`src/rtl/isr_stats_pkg.sv`:
```
package isr_stats_pkg;
    typedef enum logic {TRK_IDLE, TRK_OPEN} trk_state_e;
    typedef enum logic {DIV_IDLE, DIV_RUN} div_state_e;
endpackage

```
`src/rtl/isr_dur_tracker.sv`:
```
module isr_dur_tracker
    import isr_stats_pkg::*;
#(
    parameter int CYC_W = 16
) (
    input  logic             clk,
    input  logic             rst_n,
    input  logic             clr,
    input  logic             tick,
    input  logic             isr_enter,
    input  logic             isr_exit,
    output logic             dur_vld,
    output logic [CYC_W-1:0] dur_val
);
    localparam logic [CYC_W-1:0] CYC_MAX = {CYC_W{1'b1}};

    trk_state_e       state_q, state_d;
    logic [CYC_W-1:0] cnt_q, cnt_inc;

    assign cnt_inc = (tick && cnt_q != CYC_MAX) ? cnt_q + 1'b1 : cnt_q;

    always_comb begin
        state_d = state_q;
        unique case (state_q)
            TRK_IDLE: if (isr_enter) state_d = TRK_OPEN;
            TRK_OPEN: if (isr_exit)  state_d = TRK_IDLE;
        endcase
        if (clr) state_d = TRK_IDLE;
    end

    always_ff @(posedge clk or negedge rst_n) begin
        if (!rst_n) state_q <= TRK_IDLE;
        else        state_q <= state_d;
    end

    always_ff @(posedge clk or negedge rst_n) begin
        if (!rst_n) begin
            cnt_q   <= '0;
            dur_vld <= 1'b0;
            dur_val <= '0;
        end else begin
            dur_vld <= 1'b0;
            if (clr) begin
                cnt_q <= '0;
            end else begin
                unique case (state_q)
                    TRK_IDLE: if (isr_enter) cnt_q <= '0;
                    TRK_OPEN: begin
                        cnt_q <= cnt_inc;
                        if (isr_exit) begin
                            dur_vld <= 1'b1;
                            dur_val <= cnt_inc;
                        end
                    end
                endcase
            end
        end
    end

    AST_STRAY_EXIT_DROPPED: assert property (@(posedge clk) disable iff (!rst_n)
        (state_q == TRK_IDLE && isr_exit) |=> !dur_vld);
    AST_DUR_NO_WRAP: assert property (@(posedge clk) disable iff (!rst_n)
        (state_q == TRK_OPEN && !clr && !isr_exit && cnt_q == CYC_MAX) |=> cnt_q == CYC_MAX);
    AST_CLR_CLOSES: assert property (@(posedge clk) disable iff (!rst_n)
        clr |=> (state_q == TRK_IDLE && !dur_vld));
endmodule

```
`src/rtl/isr_stat_accum.sv`:
```
module isr_stat_accum #(
    parameter int CYC_W  = 16,
    parameter int CALL_W = 24,
    parameter int TOT_W  = 40
) (
    input  logic              clk,
    input  logic              rst_n,
    input  logic              clr,
    input  logic              dur_vld,
    input  logic [CYC_W-1:0]  dur_val,
    output logic [CYC_W-1:0]  min_cyc,
    output logic [CYC_W-1:0]  max_cyc,
    output logic [CALL_W-1:0] call_cnt,
    output logic [TOT_W-1:0]  total_cyc,
    output logic              div_start
);
    localparam logic [CALL_W-1:0] CALL_MAX = {CALL_W{1'b1}};
    localparam logic [TOT_W-1:0]  TOT_MAX  = {TOT_W{1'b1}};

    logic [TOT_W:0] sum_ext;
    assign sum_ext = {1'b0, total_cyc} + (TOT_W+1)'(dur_val);

    always_ff @(posedge clk or negedge rst_n) begin
        if (!rst_n) begin
            min_cyc   <= '1;
            max_cyc   <= '0;
            call_cnt  <= '0;
            total_cyc <= '0;
            div_start <= 1'b0;
        end else begin
            div_start <= dur_vld && !clr;
            if (clr) begin
                min_cyc   <= '1;
                max_cyc   <= '0;
                call_cnt  <= '0;
                total_cyc <= '0;
            end else if (dur_vld) begin
                if (dur_val < min_cyc) min_cyc <= dur_val;
                if (dur_val > max_cyc) max_cyc <= dur_val;
                if (call_cnt != CALL_MAX) call_cnt <= call_cnt + 1'b1;
                total_cyc <= sum_ext[TOT_W] ? TOT_MAX : sum_ext[TOT_W-1:0];
            end
        end
    end

    AST_MIN_LE_MAX: assert property (@(posedge clk) disable iff (!rst_n)
        (call_cnt != '0) |-> (min_cyc <= max_cyc));
    AST_CALLS_NO_WRAP: assert property (@(posedge clk) disable iff (!rst_n)
        (!clr && call_cnt == CALL_MAX) |=> call_cnt == CALL_MAX);
    AST_TOTAL_NO_WRAP: assert property (@(posedge clk) disable iff (!rst_n)
        !clr |=> total_cyc >= $past(total_cyc));
endmodule

```
`src/rtl/isr_seq_divider.sv`:
```
module isr_seq_divider
    import isr_stats_pkg::*;
#(
    parameter int NUM_W = 40,
    parameter int DEN_W = 24
) (
    input  logic             clk,
    input  logic             rst_n,
    input  logic             clr,
    input  logic             start,
    input  logic [NUM_W-1:0] num,
    input  logic [DEN_W-1:0] den,
    output logic [NUM_W-1:0] quo,
    output logic             vld
);
    localparam int STEP_W = $clog2(NUM_W + 1);

    div_state_e        state_q, state_d;
    logic [DEN_W:0]    rem_q, rem_sh, rem_nx;
    logic [NUM_W-1:0]  q_q, q_nx;
    logic [DEN_W-1:0]  den_q;
    logic [STEP_W-1:0] step_q;
    logic              fits, last;

    assign rem_sh = {rem_q[DEN_W-1:0], q_q[NUM_W-1]};
    assign fits   = rem_sh >= {1'b0, den_q};
    assign rem_nx = fits ? rem_sh - {1'b0, den_q} : rem_sh;
    assign q_nx   = {q_q[NUM_W-2:0], fits};
    assign last   = step_q == STEP_W'(NUM_W - 1);

    always_comb begin
        state_d = state_q;
        unique case (state_q)
            DIV_IDLE: if (start) state_d = DIV_RUN;
            DIV_RUN:  if (last && !start) state_d = DIV_IDLE;
        endcase
        if (clr) state_d = DIV_IDLE;
    end

    always_ff @(posedge clk or negedge rst_n) begin
        if (!rst_n) state_q <= DIV_IDLE;
        else        state_q <= state_d;
    end

    always_ff @(posedge clk or negedge rst_n) begin
        if (!rst_n) begin
            rem_q <= '0; q_q <= '0; den_q <= '0; step_q <= '0;
            quo   <= '0; vld <= 1'b0;
        end else begin
            vld <= 1'b0;
            if (clr) begin
                quo <= '0;
            end else if (start) begin
                rem_q  <= '0;
                q_q    <= num;
                den_q  <= den;
                step_q <= '0;
            end else if (state_q == DIV_RUN) begin
                rem_q  <= rem_nx;
                q_q    <= q_nx;
                step_q <= step_q + 1'b1;
                if (last) begin
                    quo <= q_nx;
                    vld <= 1'b1;
                end
            end
        end
    end

    AST_START_RUNS: assert property (@(posedge clk) disable iff (!rst_n)
        (start && !clr) |=> state_q == DIV_RUN);
    AST_VLD_AFTER_RUN: assert property (@(posedge clk) disable iff (!rst_n)
        vld |-> $past(state_q) == DIV_RUN);
    AST_CLR_NO_VLD: assert property (@(posedge clk) disable iff (!rst_n)
        clr |=> !vld);
endmodule

```
`src/rtl/isr_cycle_stats.sv`:
```
module isr_cycle_stats #(
    parameter int CYC_W  = 16,
    parameter int CALL_W = 24,
    parameter int TOT_W  = 40
) (
    input  logic              clk,
    input  logic              rst_n,
    input  logic              clr,
    input  logic              tick,
    input  logic              isr_enter,
    input  logic              isr_exit,
    output logic [CYC_W-1:0]  min_cyc,
    output logic [CYC_W-1:0]  max_cyc,
    output logic [CALL_W-1:0] call_cnt,
    output logic [TOT_W-1:0]  total_cyc,
    output logic [TOT_W-1:0]  avg_cyc,
    output logic              avg_valid
);
    logic             dur_vld, div_start;
    logic [CYC_W-1:0] dur_val;

    isr_dur_tracker #(.CYC_W(CYC_W)) u_track (
        .clk(clk), .rst_n(rst_n), .clr(clr), .tick(tick),
        .isr_enter(isr_enter), .isr_exit(isr_exit),
        .dur_vld(dur_vld), .dur_val(dur_val)
    );

    isr_stat_accum #(.CYC_W(CYC_W), .CALL_W(CALL_W), .TOT_W(TOT_W)) u_acc (
        .clk(clk), .rst_n(rst_n), .clr(clr),
        .dur_vld(dur_vld), .dur_val(dur_val),
        .min_cyc(min_cyc), .max_cyc(max_cyc), .call_cnt(call_cnt),
        .total_cyc(total_cyc), .div_start(div_start)
    );

    isr_seq_divider #(.NUM_W(TOT_W), .DEN_W(CALL_W)) u_div (
        .clk(clk), .rst_n(rst_n), .clr(clr), .start(div_start),
        .num(total_cyc), .den(call_cnt), .quo(avg_cyc), .vld(avg_valid)
    );

    AST_AVG_STABLE: assert property (@(posedge clk) disable iff (!rst_n)
        (!avg_valid && !clr) |=> (avg_valid || $stable(avg_cyc) || $past(clr)));
endmodule

```
`config.mk`:
```
export PLATFORM = sky130hd
export DESIGN_NAME = isr_cycle_stats
export DESIGN_NICKNAME = d
export VERILOG_FILES = /design/src/rtl/isr_stats_pkg.sv /design/src/rtl/isr_dur_tracker.sv /design/src/rtl/isr_stat_accum.sv /design/src/rtl/isr_seq_divider.sv /design/src/rtl/isr_cycle_stats.sv
export SDC_FILE = /design/constraint.sdc
export NUM_CORES = 1
export LEC_CHECK = 0
export CAP_MARGIN = 20
export CELL_PAD_IN_SITES_DETAIL_PLACEMENT = 0
export CELL_PAD_IN_SITES_GLOBAL_PLACEMENT = 1
export CORE_ASPECT_RATIO = 0.9
export CORE_UTILIZATION = 48
export DETAILED_ROUTE_END_ITERATION = 12
export GPL_ROUTABILITY_DRIVEN = 0
export GPL_TIMING_DRIVEN = 0
export PLACE_DENSITY = 0.87
export SLEW_MARGIN = 20
export SYNTH_ARGS = -nofsm -noshare
export SYNTH_HDL_FRONTEND = slang
export SYNTH_SLANG_ARGS = --single-unit
```
`constraint.sdc`:
```
create_clock -name clk -period 5.3 [get_ports clk]
set_input_delay 0.53 -clock clk [delete_from_list [all_inputs] [get_ports clk]]
set_output_delay 0.53 -clock clk [all_outputs]
set_load 0.05 [all_outputs]
```
* After elaboration in Yosys (flattened, before gate mapping) *
Index checks and enable logic that the tools add are counted.

cells by class
  multiplexer cells = 42
  bitwise logic cells = 3
  reduce and logical (&&, ||, !) cells = 19
  add/subtract/negate cells = 5
  equality and inequality tests = 5
  magnitude comparators = 3

operators by type and width
  kind                                            number
  two-way mux 40 bit                              9
  two-way mux 16 bit                              9
  two-way mux 24 bit                              6
  adder 40 x 16 -> 41 bit                         1
  one-hot mux 16 bit (2 select lines)             1
  greater-or-equal comparator 25 x 24 -> 1 bit    1
  adder 24 x 1 -> 24 bit (second input constant)  1
  != test 24 bit (second input constant)          1
  subtractor 24 bit                               1
  adder 16 x 1 -> 16 bit (second input constant)  1
  > comparator 16 bit                             1
  less-than comparator 16 bit                     1
  != test 16 bit (second input constant)          1
  nonzero test 2 bit                              7
  two-way mux 1 bit                               13
  two-way mux 6 bit                               2
  AND reduction 2 bit                             5
  adder 6 x 1 -> 6 bit (second input constant)    1
  equality test 6 bit (second input constant)     1
  AND reduction 3 bit                             2
  one-hot mux 1 bit (2 select lines)              2
  logical AND 1 bit                               3
  != test 3 bit (second input constant)           1
  NOT 1 bit                                       3
  2 further kinds                                 3

word-level totals
  bits in registers = 267
  word-level logic and storage cells = 93
  output and inout port bits = 137
  input bits = 6

* Longest topological paths before layout *
  word-level depth = 5
  mapped depth = 13
  mapped depth without buffers = 11

* Modules after synthesis *
Synthesis repeated with hierarchy kept, for this count alone.

unflattened totals
  cells, all modules = 1,648
  area total of the unflattened synthesis = 15,137.0 um^2

modules (own cells, without submodules)
  module           times used  seq. area each (um^2)  area each (um^2)  cells an instance
  isr_seq_divider  1           3,403.3                6,831.6           746
  isr_stat_accum   1           2,447.3                6,319.8           688
  isr_dur_tracker  1           850.8                  1,985.7           214

* Worst setup path after synthesis *
Ideal clock, no wire load.

  kind = reg2reg
  start point = reg u_acc.total_cyc[0]
  end point = reg u_acc.total_cyc[21]
  arrival = 3.042 ns
  stages on the path, launching flop included = 12
  library setup time = 0.123 ns
  path buffers = 1
  clock period less this slack = 3.165 ns
  data required time = 5.177 ns
  setup slack = 2.135 ns
  path through = dfrtp_1 ha_1 fa_1 a211oi_1 o21bai_1 a21o_1 a2111oi_0 o21a_1 buf_4 nor2_1 o21a_1 o221a_2

on the way
  cells in the longest elaborated chain, start to end = 4

RTL lines
  item                      RTL line              RTL
  start: declaration        isr_stat_accum.sv:14  output logic [TOT_W-1:0] total_cyc,
  start signal: assignment  isr_stat_accum.sv:41  total_cyc <= sum_ext[TOT_W] ? TOT_MAX : sum_ext[TOT_W-1:0];
  adder 40 x 16 -> 41 bit   isr_stat_accum.sv:21  assign sum_ext = {1'b0, total_cyc} + (TOT_W+1)'(dur_val);
  two-way mux 40 bit        isr_stat_accum.sv:41
  two-way mux 40 bit        isr_stat_accum.sv:37  end else if (dur_vld) begin
  two-way mux 40 bit        isr_stat_accum.sv:32  if (clr) begin

Every way passes these cells. The select of a mux whose other input is x is not followed.
A chain may end at the register's enable or synchronous reset.

* Final worst setup path *
  start point = reg u_track.dur_val[0]
  end point = reg u_acc.total_cyc[21]

on the way
  cells in the longest elaborated chain, start to end = 4

RTL lines
  item                      RTL line               RTL
  start: declaration        isr_dur_tracker.sv:13  output logic [CYC_W-1:0] dur_val
  start signal: assignment  isr_dur_tracker.sv:52  dur_val <= cnt_inc;
  adder 40 x 16 -> 41 bit   isr_stat_accum.sv:21
  two-way mux 40 bit        isr_stat_accum.sv:41
  two-way mux 40 bit        isr_stat_accum.sv:37
  two-way mux 40 bit        isr_stat_accum.sv:32

Every way passes these cells. The select of a mux whose other input is x is not followed.

==> results.ini <==
[place]
dp_hpwl_mm=31.7
numPortBuffers=141
placed_area_sq_um=17100

[global_route]
top_usage_layer=met2
grt_max_degree=89
grt_use_met1_pct=38.8
grtUsageMet3_pct=4.43
grt.overflow.total=0
grt_pass1_wl_mm=69.6
use_met2_pct=41.6
first_global_vias=12877
antenna_found_initial=1
gr-usage-all-layers_pct=27.1

[finish]
fin_nets=1946
final_layout_size_suffix_gt1_share_pct=5.52
fill_cells=2772
multiInputGateArea_sq_um=7660
antenna_cells=0
area_growth_pct=19.8
final_cell_area_sq_um=18100
regArea_sq_um=6700

[clocking]
cts_sinks=267
cts.path.max_buffers=3
root_buffer=clkbuf_16
post_cts_resized=0
clk_latency_ns=0.56
cts_buffers=30
tritoncts=yes
h-tree-depth=1
post-cts-setup-buffers=0
path_clk_slew_ns=0.06
cts_hold_buffers=1

[timing]
max_freq_mhz=284
worst_slew_pin_slew_ns=0.842
period_needed_ns=3.52
drv_slew=0
whs_ns=0.496
setup_viol=0
slew_headroom_pct=43.2
timing.final.crit_share_pct=66.5
hold_viol_final=0
finClkSkew_ns=0.0126
tns_ns=0
rsz0062_at_grt=no

[critical_path]
reg2regPathDepth=11
r2r-end=u_acc.total_cyc[21]
path_class=register to register
cp-start-kind=register
cp.arrival_ns=3.97
worstPathRequired_ns=5.74
critPathTopFamily=compound AO/OA/AOI/OAI gates
critPathMaxFanout=10
startpoint=u_track.dur_val[0]
worstReg2RegStart=u_track.dur_val[0]
crit_buf_inv=1
rrSetupSlack_ns=1.78
cp.depth=11
endpoint=u_acc.total_cyc[21]
max_stage_delay_ns=0.47
worst_setup_path_end_kind=register
crit_chain=ha_1, fa_1, a211oi_1, o21bai_1, a21o_1, a2111oi_0, o21a_1, buf_4, nor2_1, o21a_1, o221a_2
crit_slowest_cell=a2111oi_0
cpMostUsedCell=o21a_1

[detailed_routing]
drt-total-wl_mm=43.3
dr.pass1.iters=8
via_count=13390
viasPerCell=5.84
drc=0
drtIter0Drc=1005
avgRoutedWirePerCell_um=18.9
ant_nets=0

[yosys]
syn_area_per_cell_sq_um=8.96
yosys.area.top_type=dfrtp_1
synth-seq-area-share_pct=44.4
synthTopCellsByCount=dfrtp_1 (251), nand2_1 (234), o21ai_0 (170)
async_reset_ff_share_pct=100
synth_cells=1686
synth_area_leaders=dfrtp_1 (42%), ha_1 (6.1%), nand2_1 (5.8%), o21ai_0 (5.6%), a21oi_1 (4.7%)
yosys_most_used_dff=dfrtp_1
yosysWarnings=0
yosys.area.top_type_share_pct=41.6
ys_ff_latch=267
synth-edff-count=0
synth.distinct_cells=83
syn-cell-area_sq_um=15100
synth_nets=1768
yosys.cell_count.top_type=dfrtp_1

[floorplan]
dieWidth_um=189
core_sq_um=30900
io_pins=143
dieArea_sq_um=32200
placementRows=61
start_util_pct=48.9
die_h_um=170

[power]
power_leakage_uw=0.00753
ir_worst_vdd_mv=0.250
power.density_nw_per_um2=271

[hold_path]
hold_path_class=input port to async pin

[job]
max_cap_viol_count=0

[status]
status=complete, no violations

stage by stage:
step / setup slack [ns] / power (uW) / util [%] / std cells
floorplan: 2.13 / 2660 / - / 1686
global placement: -8.09 / 2860 / 55.1 / 2236
detailed placement: 1.90 / 2880 / 55.4 / 2240
CTS: 1.83 / 4920 / 58.5 / 2292
global route: 1.62 / 5090 / 58.5 / 2292
finish: 1.78 / 4890 / 58.5 / 2292
placed cells by master (no fill, tap or decap), types with 9 or more instances in the layout:
cell / netlist / final
ha_1: 74 / 74
nor3_1: 30 / 30
xnor2_1: 33 / 33
inv_1: 89 / 89
and3_1: 15 / 15
o311ai_1: 10 / 10
nand4_1: 27 / 27
a311oi_1: 17 / 17
nor2b_1: 50 / 50
nor2_1: 105 / 105
dfstp_2: 16 / 16
and4_1: 9 / 9
nand2_1: 234 / 234
xor2_1: 33 / 33
a21o_1: 21 / 21
nand3_1: 37 / 37
o21ai_0: 170 / 170
clkbuf_1: 75 / 83
dfrtp_1: 251 / 251
clkdlybuf4s50_1: 0 / 140
a21oi_1: 141 / 141
o311ai_0: 16 / 16
clkbuf_16: 0 / 31
a22oi_1: 40 / 40
mux2i_1: 29 / 29
metal layers:
metal	share of wire, %	vias up
li1	-	6361
met1	47	6529
met2	44	413
met3	6.1	85
met4	2.9	2
met5	0.030	-
state kept, by name, summed over array words and instances (netlist names):
register	cells
u_acc.call_cnt	24
u_acc.div_start	1
u_acc.max_cyc	16
u_acc.min_cyc	16
u_acc.total_cyc	40
u_div.den_q	24
u_div.q_q	40
u_div.quo	40
u_div.rem_q	24
u_div.state_q	1
u_div.step_q	6
u_div.vld	1
u_track.cnt_q	16
u_track.dur_val	16
u_track.dur_vld	1
u_track.state_q	1
power breakdown:
part	switching (uW)	leakage, uW	internal, uW
clock	840	0.000467	1190
combinational	423	0.00362	235
sequential	67.9	0.00345	2130
final cells by class:
| type | count | share of cell area [%] |
|---|---|---|
| well taps | 409 | 2.83 |
| inverters | 90 | 1.87 |
| multi-input cells | 1233 | 42.4 |
| flip-flops and latches | 267 | 37.1 |
| clock inverters | 6 | 0.353 |
| plain buffers | 96 | 2.23 |
| repair buffers | 146 | 8.38 |
| clock buffers | 45 | 4.91 |
how the worst min path moves through the flow:
stage                    start                 to  cells past startpoint
3_5_place_dp   u_div.rem_q[23]    u_div.rem_q[23]                      2
3_3_place_gp   u_div.rem_q[23]    u_div.rem_q[23]                      2
4_1_cts        u_div.rem_q[23]    u_div.rem_q[23]                      2
2_1_floorplan            rst_n  u_acc.call_cnt[0]                      0
6_report                 rst_n      u_div.quo[26]                      2
5_1_grt        u_div.rem_q[23]    u_div.rem_q[23]                      2
kinds of logic after synthesis:
family          after synthesis  synth area share [%]
flops                       267                  44.4
simple gates                553                  17.2
buf+inv                     186                  4.91
compound gates              508                  21.3
fa+ha+maj                    76                  6.40
xor+xnor                     66                  3.83
mux                          30                  2.00
Power figures use the tool's default switching activity.
